## src/rtl/memup_pkg.sv

```systemverilog
`timescale 1ns/1ps
package memup_pkg;

  typedef enum logic [2:0] {
    CMD_LMR = 3'b000,
    CMD_REF = 3'b001,
    CMD_PRE = 3'b010,
    CMD_ACT = 3'b011,
    CMD_NOP = 3'b111
  } memup_cmd_e;

  typedef enum logic [2:0] {
    PH_STAB  = 3'd0,
    PH_ISSUE = 3'd1,
    PH_GAP   = 3'd2,
    PH_HOLD  = 3'd3,
    PH_DONE  = 3'd4
  } memup_phase_e;

  localparam int STEP_W    = 4;
  localparam int STEP_LAST = 12;
  localparam int STEP_DLL  = 5;
  localparam int MRD_CYC   = 2;

  // Round a picosecond duration up to whole clocks, never below one clock.
  function automatic int ps_to_cycles(input int t_ps, input int clk_ps);
    int q;
    q = t_ps / clk_ps;
    if (q * clk_ps < t_ps) q = q + 1;
    if (q < 1) q = 1;
    return q;
  endfunction

  function automatic int max2(input int a, input int b);
    return (a > b) ? a : b;
  endfunction

  function automatic int bits_for(input int v);
    int b;
    b = $clog2(v + 1);
    return (b < 1) ? 1 : b;
  endfunction

endpackage

```

## src/rtl/memup_countdown.sv

```systemverilog
`timescale 1ns/1ps
module memup_countdown #(
  parameter int W    = 8,
  parameter int INIT = 0
) (
  input  logic         clk,
  input  logic         rst_n,
  input  logic         load,
  input  logic [W-1:0] load_val,
  output logic [W-1:0] cnt,
  output logic         zero
);

  always_ff @(posedge clk) begin
    if (!rst_n)        cnt <= W'(INIT);
    else if (load)     cnt <= load_val;
    else if (cnt != '0) cnt <= cnt - W'(1);
  end

  assign zero = (cnt == '0);

  // a running count falls by exactly one per clock
  a_r6_count_step: assert property (@(posedge clk) disable iff (!rst_n)
    (!load && !zero) |=> (cnt == $past(cnt) - W'(1)));

  // an expired count stays at zero until reloaded
  a_r6_count_floor: assert property (@(posedge clk) disable iff (!rst_n)
    (!load && zero) |=> zero);

endmodule

```

## src/rtl/memup_step_decode.sv

```systemverilog
`timescale 1ns/1ps
module memup_step_decode
  import memup_pkg::*;
#(
  parameter int ADDR_W  = 13,
  parameter int BA_W    = 2,
  parameter int CNT_W   = 16,
  parameter int NOP_CYC = 54,
  parameter int RP_CYC  = 2,
  parameter int RFC_CYC = 14
) (
  input  logic [STEP_W-1:0] step_i,
  input  logic [ADDR_W-1:0] mr0_i,
  input  logic [ADDR_W-1:0] emr1_i,
  input  logic [ADDR_W-1:0] emr2_i,
  input  logic [ADDR_W-1:0] emr3_i,
  output memup_cmd_e        cmd_o,
  output logic [BA_W-1:0]   ba_o,
  output logic [ADDR_W-1:0] addr_o,
  output logic [CNT_W-1:0]  gap_o
);

  // Bit positions the memory decodes: 10 = all banks, 8 = DLL reset, 9:7 = driver default
  localparam logic [ADDR_W-1:0] AP_BIT   = {{(ADDR_W-11){1'b0}}, 11'h400};
  localparam logic [ADDR_W-1:0] DLL_BIT  = {{(ADDR_W-9){1'b0}},  9'h100};
  localparam logic [ADDR_W-1:0] OCD_BITS = {{(ADDR_W-10){1'b0}}, 10'h380};

  always_comb begin
    cmd_o  = CMD_NOP;
    ba_o   = '0;
    addr_o = '0;
    gap_o  = CNT_W'(1);
    case (step_i)
      4'd0: gap_o = CNT_W'(NOP_CYC);
      4'd1, 4'd6: begin
        cmd_o = CMD_PRE; addr_o = AP_BIT; gap_o = CNT_W'(RP_CYC);
      end
      4'd2: begin cmd_o = CMD_LMR; ba_o = BA_W'(3); addr_o = emr3_i;   gap_o = CNT_W'(MRD_CYC); end
      4'd3: begin cmd_o = CMD_LMR; ba_o = BA_W'(2); addr_o = emr2_i;   gap_o = CNT_W'(MRD_CYC); end
      4'd4: begin cmd_o = CMD_LMR; ba_o = BA_W'(1); addr_o = emr1_i;   gap_o = CNT_W'(MRD_CYC); end
      4'd5: begin cmd_o = CMD_LMR; ba_o = BA_W'(0); addr_o = mr0_i | DLL_BIT; gap_o = CNT_W'(MRD_CYC); end
      4'd7, 4'd8: begin cmd_o = CMD_REF; gap_o = CNT_W'(RFC_CYC); end
      4'd9:  begin cmd_o = CMD_LMR; ba_o = BA_W'(0); addr_o = mr0_i;  gap_o = CNT_W'(MRD_CYC); end
      4'd10: begin cmd_o = CMD_LMR; ba_o = BA_W'(1); addr_o = emr1_i | OCD_BITS; gap_o = CNT_W'(MRD_CYC); end
      4'd11: begin cmd_o = CMD_LMR; ba_o = BA_W'(1); addr_o = emr1_i; gap_o = CNT_W'(MRD_CYC); end
      default: ;
    endcase
  end

endmodule

```

## src/rtl/memup_seq.sv

```systemverilog
`timescale 1ns/1ps
module memup_seq
  import memup_pkg::*;
#(
  parameter int ADDR_W     = 13,
  parameter int BA_W       = 2,
  parameter int CLK_PS     = 7500,
  parameter int STAB_CYC   = 26667,
  parameter int NOP_WIN_PS = 400000,
  parameter int RP_PS      = 13125,
  parameter int RFC_PS     = 105000,
  parameter int DLL_CYC    = 200
) (
  input  logic              clk,
  input  logic              rst_n,
  input  logic [ADDR_W-1:0] mr0_val,
  input  logic [ADDR_W-1:0] emr1_val,
  input  logic [ADDR_W-1:0] emr2_val,
  input  logic [ADDR_W-1:0] emr3_val,
  output logic              cke,
  output logic              cs_n,
  output logic              ras_n,
  output logic              cas_n,
  output logic              we_n,
  output logic [BA_W-1:0]   ba,
  output logic [ADDR_W-1:0] addr,
  output logic              init_done
);

  localparam int NOP_CYC = ps_to_cycles(NOP_WIN_PS, CLK_PS);
  localparam int RP_CYC  = ps_to_cycles(RP_PS, CLK_PS);
  localparam int RFC_CYC = ps_to_cycles(RFC_PS, CLK_PS);
  localparam int STAB_C  = (STAB_CYC < 1) ? 1 : STAB_CYC;
  localparam int DLL_C   = (DLL_CYC < 1) ? 1 : DLL_CYC;
  localparam int MAX_GAP = max2(max2(NOP_CYC, STAB_C), max2(RP_CYC, max2(RFC_CYC, MRD_CYC)));
  localparam int CNT_W   = bits_for(MAX_GAP);
  localparam int DLL_W   = bits_for(DLL_C);

  memup_phase_e       phase;
  logic [STEP_W-1:0]  step_idx;

  memup_cmd_e         step_cmd;
  logic [BA_W-1:0]    step_ba;
  logic [ADDR_W-1:0]  step_addr;
  logic [CNT_W-1:0]   step_gap;

  logic [CNT_W-1:0]   gap_cnt;
  logic               gap_zero;
  logic [DLL_W-1:0]   dll_cnt;
  logic               dll_zero;

  // Named internal events
  logic ev_issue, ev_last, ev_dll_arm, ev_short_gap, ev_gap_load, ev_dll_ripe;
  logic [2:0] pin_cmd;

  memup_step_decode #(
    .ADDR_W(ADDR_W), .BA_W(BA_W), .CNT_W(CNT_W),
    .NOP_CYC(NOP_CYC), .RP_CYC(RP_CYC), .RFC_CYC(RFC_CYC)
  ) u_decode (
    .step_i(step_idx), .mr0_i(mr0_val), .emr1_i(emr1_val),
    .emr2_i(emr2_val), .emr3_i(emr3_val),
    .cmd_o(step_cmd), .ba_o(step_ba), .addr_o(step_addr), .gap_o(step_gap)
  );

  assign ev_issue     = (phase == PH_ISSUE);
  assign ev_last      = ev_issue && (step_idx == STEP_W'(STEP_LAST));
  assign ev_dll_arm   = ev_issue && (step_idx == STEP_W'(STEP_DLL));
  assign ev_short_gap = (step_gap <= CNT_W'(1));
  assign ev_gap_load  = ev_issue && !ev_last && !ev_short_gap;
  assign ev_dll_ripe  = (dll_cnt <= DLL_W'(1));

  memup_countdown #(.W(CNT_W), .INIT(STAB_C - 1)) u_gap (
    .clk(clk), .rst_n(rst_n), .load(ev_gap_load),
    .load_val(step_gap - CNT_W'(2)), .cnt(gap_cnt), .zero(gap_zero)
  );

  memup_countdown #(.W(DLL_W), .INIT(0)) u_dll (
    .clk(clk), .rst_n(rst_n), .load(ev_dll_arm),
    .load_val(DLL_W'(DLL_C - 1)), .cnt(dll_cnt), .zero(dll_zero)
  );

  always_ff @(posedge clk) begin
    if (!rst_n) begin
      phase    <= PH_STAB;
      step_idx <= '0;
    end else begin
      case (phase)
        PH_STAB: if (gap_zero) begin
          phase    <= PH_ISSUE;
          step_idx <= '0;
        end
        PH_ISSUE: begin
          if (ev_last) phase <= PH_HOLD;
          else if (ev_short_gap) step_idx <= step_idx + STEP_W'(1);
          else phase <= PH_GAP;
        end
        PH_GAP: if (gap_zero) begin
          phase    <= PH_ISSUE;
          step_idx <= step_idx + STEP_W'(1);
        end
        PH_HOLD: if (ev_dll_ripe) phase <= PH_DONE;
        PH_DONE: phase <= PH_DONE;
        default: phase <= PH_STAB;
      endcase
    end
  end

  assign pin_cmd   = ev_issue ? step_cmd : CMD_NOP;
  assign cke       = (phase != PH_STAB);
  assign cs_n      = (phase == PH_STAB);
  assign ras_n     = pin_cmd[2];
  assign cas_n     = pin_cmd[1];
  assign we_n      = pin_cmd[0];
  assign ba        = ev_issue ? step_ba : '0;
  assign addr      = ev_issue ? step_addr : '0;
  assign init_done = (phase == PH_DONE);

  // with the clock enable low the device is deselected and not ready
  a_r1_stab_idle: assert property (@(posedge clk) disable iff (!rst_n)
    !cke |-> (cs_n && !init_done));

  // a precharge on the pins always selects all banks
  a_r4_prea_all: assert property (@(posedge clk) disable iff (!rst_n)
    (!cs_n && {ras_n, cas_n, we_n} == 3'b010) |-> (addr[10] && ba == '0));

  // a load-mode is followed by a NOP in the next cycle
  a_r6_mrd_gap: assert property (@(posedge clk) disable iff (!rst_n)
    (!cs_n && {ras_n, cas_n, we_n} == 3'b000) |=> (cs_n || {ras_n, cas_n, we_n} == 3'b111));

  // readiness never precedes the end of the DLL settle count
  a_r7_dll_settled: assert property (@(posedge clk) disable iff (!rst_n)
    $rose(init_done) |-> dll_zero);

  // ready is sticky and keeps the pins quiet
  a_r8_done_hold: assert property (@(posedge clk) disable iff (!rst_n)
    init_done |=> (init_done && cke && !cs_n && {ras_n, cas_n, we_n} == 3'b111));

endmodule

```

## config.mk

```make
export PLATFORM = sky130hd
export DESIGN_NAME = memup_seq
export DESIGN_NICKNAME = d
export VERILOG_FILES = /design/src/rtl/memup_pkg.sv /design/src/rtl/memup_countdown.sv /design/src/rtl/memup_step_decode.sv /design/src/rtl/memup_seq.sv
export SDC_FILE = /design/constraint.sdc
export NUM_CORES = 1
export LEC_CHECK = 0
export BUFFER_PORTS_ARGS = -buffer_cell sky130_fd_sc_hd__clkbuf_2
export CORE_UTILIZATION = 35
export DETAILED_ROUTE_END_ITERATION = 7
export SLEW_MARGIN = 20
export SYNTH_ARGS = -nofsm -noshare
export SYNTH_HDL_FRONTEND = slang
export SYNTH_SLANG_ARGS = --single-unit
```

## constraint.sdc

```tcl
create_clock -name clk -period 2.62 [get_ports clk]
set_input_delay 0.262 -clock clk [delete_from_list [all_inputs] [get_ports clk]]
set_output_delay 0.262 -clock clk [all_outputs]
set_load 0.03 [all_outputs]
```

==> results.yml, run 1 <==
worst_setup_path:
  critPathMaxFanout: 8
  worst_path_max_delay_cell: "dfxtp_1"
  slowest_delay_ns: 0.45
  worstReg2RegEnd: "phase[1]"
  cp_top_family: "buffers and inverters"
  critPathKind: "reg -> out"
  rr_worst_depth: 8
  crit_path_end_kind: "primary output"
  worst_ep_required_time_ns: 2.36
  r2r_slack_ns: 0.32
  cp_num_buf_inv: 3
  crit_path_start_kind: "register"
  cp_cell_sequence: "inv_1, ha_1, nor4b_2, a211oi_2, buf_4, o21ai_1, clkbuf_2"
  r2r_start: "step_idx[0]"
  arrival_ns: 2.23
sta:
  fin_setup_tns_ns: 0
  slew_viol_final: 0
  skew_ns: 0.00511
  fmax_ghz: 0.401
  maxSlewHeadroom: 0.641
  rsz0062_at_grt: "yes"
  hold_viol: 0
  tightest_slew_ns: 0.533
  setup_viol: 0
  post-route-period-util: 0.952
  min_period_ns: 2.49
die:
  rows: 28
  dieArea_mm2: 0.00666
  core_area_mm2: 0.00603
  die_h_um: 81.6
  io_pins: 75
  initial_utilization: 0.368
  die_w_um: 81.6
final_layout:
  drive_above_1_share: 0.282
  stdcell_area_mm2: 0.00279
  ff_latch_area_um2: 602
  nets: 426
  multi_input_area_mm2: 0.00155
  antenna_cells: 0
  n_fill_cell: 623
  area_growth_pct: 25.8
global_route:
  use_met2: 0.285
  grt_pass1_vias: 2037
  grtUsageMet3: 0.0289
  grt_usage: 0.180
  antenna_found_initial: 0
  overflow: 0
  grt_max_degree: 18
  busiest_layer: "met2"
  grt_pass1_wl_mm: 9.48
  met1_usage: 0.253
clock_network:
  tritoncts: "built"
  clk_latency_ns: 0.29
  clk_pin_slew_ns: 0.07
  cts_buffers: 5
  cts_max_level: 2
  numClockSinks: 30
  cts_max_path_buffers: 2
  cts_hold_buf: 0
  clockRootBuffer: "clkbuf_8"
route:
  route.detailed.drc: 0
  firstDrtPassIters: 4
  wl_per_cell_um: 13.9
  via_count: 2349
  totalWireLength_mm: 6.11
  drt_iter0_markers: 152
  antenna_left: 0
  via_per_inst: 5.34
synthesis:
  synth_top_area_frac: 0.271
  netlist_area_mm2: 0.00222
  syn_nets: 353
  synth_top_area_cell: "dfxtp_1"
  yosysWarnings: 0
  yosysMostFrequentCell: "nor2_1"
  yosys-top-cells-count: "nor2_1, a21oi_1, dfxtp_1"
  synth_cell_types: 51
  synthFlopType: "dfxtp_1"
  netlist_instances: 291
  avgSynthCellArea_um2: 7.62
  ys_seq_area_frac: 0.271
  async_flop_share: 0
  synth_edf_count: 0
  synth_seq_cells: 30
  synth.area.top_cells: "dfxtp_1, a21oi_1, nor2_1"
run_status:
  status: "completed"
worst_hold_path:
  hp-class: "in -> reg"
  worstHoldPathCells: 2
  whs_endpoint: "u_gap.cnt[1]"
  min-delay-start: "rst_n"
power_and_ir_drop:
  pwr-share-clk: 0.304
  p_leak_nw: 1.20
  pwr-share-comb: 0.277
  p_switching_mw: 0.431
  p_per_area_mw_per_mm2: 476
  ir_drop_mv: 0.491
  internal_power_mw: 0.897
  netSwitchingFraction: 0.324
  p_seq_frac: 0.419
placed_design:
  place_congestion: 0.815
  dpl_cell_area_mm2: 0.00266
  port_buffers: 74
  dp_hpwl_mm: 4.65
job:
  drv_cap: 0
kinds of logic after synthesis:
logic type | count (synthesis) | share of synthesized area
and+or+nand+nor | 125 | 0.310
xor gates and xnor gates | 12 | 0.0474
adders and majority gates | 8 | 0.0451
buffers and inverters | 24 | 0.0423
muxes | 3 | 0.0135
DFF | 30 | 0.271
AOI/OAI and AO/OA | 89 | 0.271
worst reg2reg max path: cells and delay by family, from the launching register on:
kind	cells	cell delay, ns
adder cells (fa/ha/maj)	1	0.32
AO/OA/AOI/OAI	2	0.35
AND/OR/NAND/NOR	3	0.80
flip-flops	1	0.45
buffers and inverters	2	0.28
cell type report:
cell class	instances	share of cell area
Clock buffer	6	0.0296
Inverter	10	0.0135
Multi-Input combinational cell	237	0.554
Timing Repair Buffer	80	0.149
Tap cell	75	0.0336
Sequential cell	30	0.216
Clock inverter	2	0.00448
layout by cell type, fill, tap and decap left out, types with 3 or more instances in the layout:
cell type / count
clkbuf_2: 74
nor2_1: 34
a21oi_1: 32
dfxtp_1: 29
nand2_1: 26
nor3_1: 11
nand3_1: 11
inv_1: 10
a222oi_1: 9
nor2b_1: 8
ha_1: 8
and2_1: 7
o21ai_0: 7
xor2_1: 7
o21ai_1: 6
clkbuf_8: 6
buf_4: 6
o21a_1: 5
a221oi_1: 5
xnor2_1: 5
or3_1: 4
a21o_1: 4
mux2i_1: 3
nand3b_1: 3
o31a_1: 3
routing by layer:
metal | wire length [µm] | part of all wire
met1 | 3010 | 0.49
met2 | 2850 | 0.47
met3 | 199 | 0.033
met4 | 43 | 0.0070
met5 | 0 | 0
registers in the layout, summed over array words and instances (netlist names):
signal	count
u_gap.cnt	15
step_idx	4
u_dll.cnt	8
phase	3
per-stage QoR:
step / util / instances / power (mW) / hold WS, ns / setup WS (ns)
after floorplan: - / 291 / 0.840 / 0.456 / 0.258
after global placement: 0.442 / 431 / 0.925 / 0.473 / 0.206
after detailed placement: 0.442 / 431 / 0.930 / 0.482 / 0.0551
after CTS: 0.460 / 439 / 1.33 / 0.404 / 0.0191
after global routing: 0.463 / 440 / 1.41 / 0.454 / -0.00156
final: 0.463 / 440 / 1.33 / 0.396 / 0.125
power groups by stage:
stage	clock network, mW	registers (mW)	logic [mW]
floorplan	0	0.554	0.285
detailed placement	0	0.564	0.366
finish	0.404	0.556	0.368
global placement	0	0.564	0.361
CTS	0.407	0.556	0.368
global route	0.424	0.563	0.419
worst max path at each step:
stage                startpoint  endpoint  cells past startpoint
finish              step_idx[0]     ras_n                      7
global route        step_idx[1]   addr[1]                      7
CTS                 step_idx[1]   addr[1]                      7
detailed placement  step_idx[0]  addr[12]                      7
global placement    step_idx[0]   addr[0]                      7
floorplan           step_idx[0]  addr[10]                      7
repair_timing:
action,in CTS,in global routing
endpoints found under the hold margin,0,0
setup endpoints to repair,13,13
pin swaps,0,2
buffers inserted,0,1
resized for setup,3,3
(Power assumes the default switching activity.)
==> run 2: changes to the inputs <==
--- a/config.mk
+++ b/config.mk
@@ -5,9 +5,9 @@
 export SDC_FILE = /design/constraint.sdc
 export NUM_CORES = 1
 export LEC_CHECK = 0
-export BUFFER_PORTS_ARGS = -buffer_cell sky130_fd_sc_hd__clkbuf_2
 export CORE_UTILIZATION = 35
 export DETAILED_ROUTE_END_ITERATION = 7
+export DONT_BUFFER_PORTS = 1
 export SLEW_MARGIN = 20
 export SYNTH_ARGS = -nofsm -noshare
 export SYNTH_HDL_FRONTEND = slang
==> run 2 against run 1 <==
Compared with the run above:
- die area stayed put
- clock skew is 0.0038 ns higher
- via count is 6.7% lower
- combinational power is 12% lower
- critical path depth is 1 lower
- non-clock buffer count is 58 lower
- setup slack better by 0.033 ns
- utilization is 3.9 points lower
- hold slack worse by 0.34 ns
- critical path type unchanged
- critical endpoint is now addr[0]
- largest cell class unchanged
==> results.yml, run 2 (synthesized netlist as in run 1, its figures left out) <==
clock_network:
  cts_max_level: 2
  post_cts_buffers: 0
  clockRootBuffer: "clkbuf_8"
  tritoncts: "built"
  cts_max_path_buffers: 2
  clk_latency_ns: 0.28
  cts_buffers: 5
  clk_pin_slew_ns: 0.07
  cts_hold_buf: 0
  numClockSinks: 30
run_status:
  status: "completed"
worst_setup_path:
  cp_cell_sequence: "ha_1, nor4b_2, a211oi_2, nand2_2, a21oi_1, buf_4"
  critPathKind: "reg -> out"
  crit_path_end_kind: "primary output"
  worstReg2RegEnd: "phase[1]"
  r2r_start: "step_idx[0]"
  crit_path_start_kind: "register"
  critPathMaxFanout: 14
  worst_ep_required_time_ns: 2.36
  rr_worst_depth: 7
  r2r_slack_ns: 0.47
  arrival_ns: 2.20
  slowest_delay_ns: 0.47
  worst_path_max_delay_cell: "dfxtp_1"
sta:
  min_period_ns: 2.46
  setup_ws_ns: 0.158
  holdWs_ns: 0.0517
  fmax_ghz: 0.406
  rsz0062_at_grt: "no"
  maxSlewHeadroom: 0.621
  setup_viol: 0
  slew_viol_final: 0
  tightest_slew_ns: 0.566
  fin_setup_tns_ns: 0
  post-route-period-util: 0.940
  skew_ns: 0.00887
  hold_viol: 0
worst_hold_path:
  whs_endpoint: "u_gap.cnt[1]"
  worstHoldPathCells: 1
  hp-class: "in -> reg"
  min-delay-start: "rst_n"
die:
  die_h_um: 81.6
  io_pins: 75
  rows: 28
  core_area_mm2: 0.00603
  dieArea_mm2: 0.00666
  initial_utilization: 0.368
  die_w_um: 81.6
final_layout:
  regMostFlops: "u_gap.cnt"
  post-route-util: 0.424
  drive_above_1_share: 0.143
  largest_reg_flops: 15
  antenna_cells: 0
  area_growth_pct: 15.3
  n_fill_cell: 607
  final_common_cell: "nor2_1"
  final_cell_mix: "nor2_1, a21oi_1, dfxtp_1"
  nets: 368
  top_regs: "u_gap.cnt (15), u_dll.cnt (8), step_idx (4)"
global_route:
  overflow: 0
  grt_usage: 0.164
  grt_pass1_wl_mm: 8.62
  antenna_found_initial: 0
  grt_pass1_vias: 1826
  grt_max_degree: 18
job:
  drv_cap: 0
route:
  antenna_left: 0
  wl_per_cell_um: 14.9
  totalWireLength_mm: 5.71
  firstDrtPassIters: 7
  route.detailed.drc: 0
  drt_iter0_markers: 139
  via_count: 2192
  via_per_inst: 5.74
power_and_ir_drop:
  p_leak_nw: 0.973
  ir_drop_mv: 0.490
  p_per_area_mw_per_mm2: 523
  total_power_mw: 1.34
placed_design:
  dp_slack_ns: 0.129
  place_congestion: 0.822
  dp_hpwl_mm: 4.25
  port_buffers: 0
-- run 2: worst max path at each step --
| stage | start | endpoint |
|---|---|---|
| after floorplan | step_idx[0] | addr[10] |
| after global routing | step_idx[1] | addr[0] |
| after detailed placement | step_idx[0] | addr[0] |
| after global placement | step_idx[0] | addr[1] |
| after CTS | step_idx[1] | addr[0] |
| final | step_idx[0] | addr[0] |
-- run 2: layout make-up --
class | instances | area (µm²) | share of cell area
flip-flops and latches | 30 | 602 | 0.235
clock inverters | 1 | 30.0 | 0.0117
multi-input cells | 237 | 1550 | 0.607
clock buffers | 7 | 76.3 | 0.0298
well taps | 75 | 93.8 | 0.0367
repair buffers | 22 | 165 | 0.0646
inverters | 10 | 37.5 | 0.0147
-- run 2: critical path, delay by kind of cell (launching register included) --
kind                     cells  cell delay, ns
AND/OR/NAND/NOR              2            0.37
buffers and inverters        1            0.19
flip-flops                   1            0.47
AO/OA/AOI/OAI                2            0.56
adder cells (fa/ha/maj)      1            0.34
-- run 2: where the power goes --
group | internal [mW] | total, mW | switching [mW]
combinational | 0.152 | 0.325 | 0.172
clock | 0.284 | 0.457 | 0.173
sequential | 0.507 | 0.555 | 0.0482
total | 0.943 | 1.34 | 0.393
-- run 2: repair_timing --
action / in CTS / in global routing
endpoints found under the setup margin: 13 / 13
endpoints found under the hold margin: 0 / 0
gates cloned: 0 / 0
pin swaps: 0 / 1
gates resized for setup: 2 / 5
-- run 2: stage by stage --
| step | area, µm² | cells |
|---|---|---|
| final | 2560 | 382 |
| after global routing | 2560 | 382 |
| after CTS | 2530 | 382 |
| after detailed placement | 2420 | 374 |
| after global placement | 2420 | 374 |
| after floorplan | 2220 | 291 |
-- run 2: per-layer routing --
metal	up-vias	part of all wire	track usage
li1	1104	-	-
met1	1033	0.48	0.234
met2	52	0.47	0.249
met3	3	0.044	0.0344
met4	0	0.0047	0.0404
met5	-	0	0
==> run 3: changes to the inputs <==
--- a/config.mk
+++ b/config.mk
@@ -11,4 +11,5 @@
 export SLEW_MARGIN = 20
 export SYNTH_ARGS = -nofsm -noshare
 export SYNTH_HDL_FRONTEND = slang
+export SYNTH_HIERARCHICAL = 1
 export SYNTH_SLANG_ARGS = --single-unit
==> run 3 against run 2 <==
Compared with the run above:
- utilization fell by 2.4 points
- setup slack improved by 0.048 ns
- critical path depth rose by 6
- hold slack improved by 0.028 ns
- combinational power rose by 29%
- clock skew fell by 0.0018 ns
- die area rose by 39%
- critical endpoint is now u_gap/cnt[3]
==> results.yml, run 3 <==
run_status:
  status: "completed"
sta:
  rsz0062_at_grt: "yes"
  fin_setup_tns_ns: 0
  tightest_slew_ns: 0.714
  slew_viol_final: 0
  setup_ws_ns: 0.206
  post-route-period-util: 0.921
  maxSlewHeadroom: 0.517
  setup_viol: 0
  holdWs_ns: 0.0797
  hold_viol: 0
  fmax_ghz: 0.414
  min_period_ns: 2.41
  skew_ns: 0.00711
synthesis:
  yosysWarnings: 6
  synth.area.top_cells: "dfxtp_1, nand2_1, inv_1"
  ys_seq_area_frac: 0.193
  synth-compound-area-share: 0.215
  netlist_area_mm2: 0.00312
  synthFlopType: "dfxtp_1"
  async_flop_share: 0
  synthAdderAreaFrac: 0.0317
  avgSynthCellArea_um2: 7.62
  synthSimpleGateAreaFrac: 0.360
  muxShareOfSynthArea: 0.0229
  synth_cell_types: 70
  synth_seq_cells: 30
  yosys-top-cells-count: "nand2_1, dfxtp_1, inv_1"
  yosysMostFrequentCell: "nand2_1"
  synthXorXnorAreaFrac: 0.0590
  synth_edf_count: 0
  netlist_instances: 409
  synth_top_area_frac: 0.193
  synth_top_area_cell: "dfxtp_1"
  synth_top_family_by_area: "simple AND/OR/NAND/NOR gates"
worst_setup_path:
  critPathKind: "reg -> reg"
  cp_num_buf_inv: 2
  crit_path_start_kind: "register"
  worst_path_max_delay_cell: "nor4b_2"
  slowest_delay_ns: 0.36
  cp_top_family: "simple AND/OR/NAND/NOR gates"
  crit_path_end_kind: "register"
  worst_ep_required_time_ns: 2.79
  arrival_ns: 2.58
  cp_cell_sequence: "or2_2, o22ai_1, inv_1, ha_1, nand2_1, a22oi_1, nor4b_2, nor2_2, clkinv_1, nand3_1, or3_1, o311a_1"
  critPathMaxFanout: 4
die:
  die_h_um: 96.4
  io_pins: 75
  rows: 34
  core_area_mm2: 0.00868
  initial_utilization: 0.359
  dieArea_mm2: 0.00929
  die_w_um: 96.4
final_layout:
  antenna_cells: 0
  largest_reg_flops: 15
  final_cell_mix: "nand2_1, dfxtp_1, inv_1"
  n_fill_cell: 910
  instances_no_fill: 536
  area_growth_pct: 11.6
  post-route-util: 0.401
  final_common_cell: "nand2_1"
  drive_above_1_share: 0.154
  top_regs: "u_gap/cnt (15), u_dll/cnt (8), step_idx (4)"
  nets: 488
  regMostFlops: "u_gap/cnt"
route:
  via_per_inst: 5.55
  wl_per_cell_um: 14.4
  route.detailed.drc: 0
  totalWireLength_mm: 7.71
  drt_iter0_markers: 99
  via_count: 2974
  firstDrtPassIters: 4
  antenna_left: 0
placed_design:
  port_buffers: 0
  placed_cells: 527
  dp_slack_ns: 0.111
  place_congestion: 0.837
  dp_hpwl_mm: 5.93
clock_network:
  clk_latency_ns: 0.28
  tritoncts: "built"
  cts_max_path_buffers: 2
  clockRootBuffer: "clkbuf_8"
  cts_buffers: 5
  clk_pin_slew_ns: 0.07
  numClockSinks: 30
  cts_max_level: 2
global_route:
  overflow: 0
  grt_pass1_vias: 2889
  grt_pass1_wl_mm: 12.9
  grt_max_degree: 34
  antenna_found_initial: 0
  grt_usage: 0.175
job:
  drv_cap: 0
power_and_ir_drop:
  p_leak_nw: 1.33
  p_per_area_mw_per_mm2: 404
  ir_drop_mv: 0.250
worst_hold_path:
  hp-class: "in -> reg"
-- run 3: cell count changes after synthesis, sizes merged, moves of 9 or more --
cell / before / now
inv: 10 / 28
a222oi: 9 / 0
o221ai: 1 / 10
nand2b: 1 / 11
nor2: 34 / 20
buf: 5 / 27
a32oi: 1 / 10
nand2: 27 / 44
a21oi: 33 / 18
-- run 3: repair_timing --
action | 4_1_cts | 5_1_grt
gates resized for setup | 0 | 2
setup buffers | 0 | 1
setup endpoints to repair | 0 | 9
hold buffers | 0 | 0
-- run 3: per-layer routing --
layer / wire, µm / vias to the layer above / global-route usage
met5: 0 / - / 0
li1: - / 1509 / -
met1: 3390 / 1368 / 0.208
met2: 3810 / 87 / 0.320
met4: 105 / 0 / 0.0380
met3: 406 / 10 / 0.0368
-- run 3: path summary, 6_finish.rpt --
check                    start             to  slack (ns)  depth (start not counted)
setup / recovery   step_idx[0]   u_gap/cnt[3]        0.21                         12
hold / removal           rst_n  u_gap/cnt[14]        0.08                          1
setup reg to reg   step_idx[0]   u_gap/cnt[3]        0.21                         12
hold reg to reg   u_dll/cnt[6]   u_dll/cnt[6]        0.52                          2
-- run 3: kinds of logic (layout without fill, tap and decap cells) --
group | Yosys count | count (layout)
simple gates | 184 | 184
compound gates | 92 | 92
buf+inv | 64 | 69
flops | 30 | 30
xor+xnor | 21 | 21
fa+ha+maj | 8 | 8
mux | 7 | 7
other cells | 3 | 17
-- run 3: through the flow --
step | instance area [µm²] | total power [mW]
after detailed placement | 3370 | 1.02
after CTS | 3460 | 1.42
after global placement | 3370 | 1.01
after floorplan | 3180 | 0.988
after global routing | 3480 | 1.53
final | 3480 | 1.41
-- run 3: where the power goes --
part	switching, mW	leakage [nW]	internal (mW)
Clock	0.180	0.0482	0.212
Sequential	0.0806	0.244	0.516
Combinational	0.210	1.03	0.208
Total	0.471	1.33	0.935
-- run 3: cell type report --
type                    instances  area [µm²]  area share
clock buffers                   7        86.3      0.0248
clock inverters                 1        5.00     0.00144
inverters                      30         115      0.0331
multi-input cells             329        2230       0.641
flip-flops and latches         30         601       0.173
well taps                     108         135      0.0388
repair buffers                 31         308      0.0885
-- run 3: worst register-to-register path, cell delays in order, from the launching register on --
cell and delay [ns]:
dfxtp_1 0.32, or2_2 0.34, o22ai_1 0.19, inv_1 0.09
ha_1 0.18, nand2_1 0.05, a22oi_1 0.08, nor4b_2 0.36
nor2_2 0.10, clkinv_1 0.10, nand3_1 0.08, or3_1 0.32
o311a_1 0.11
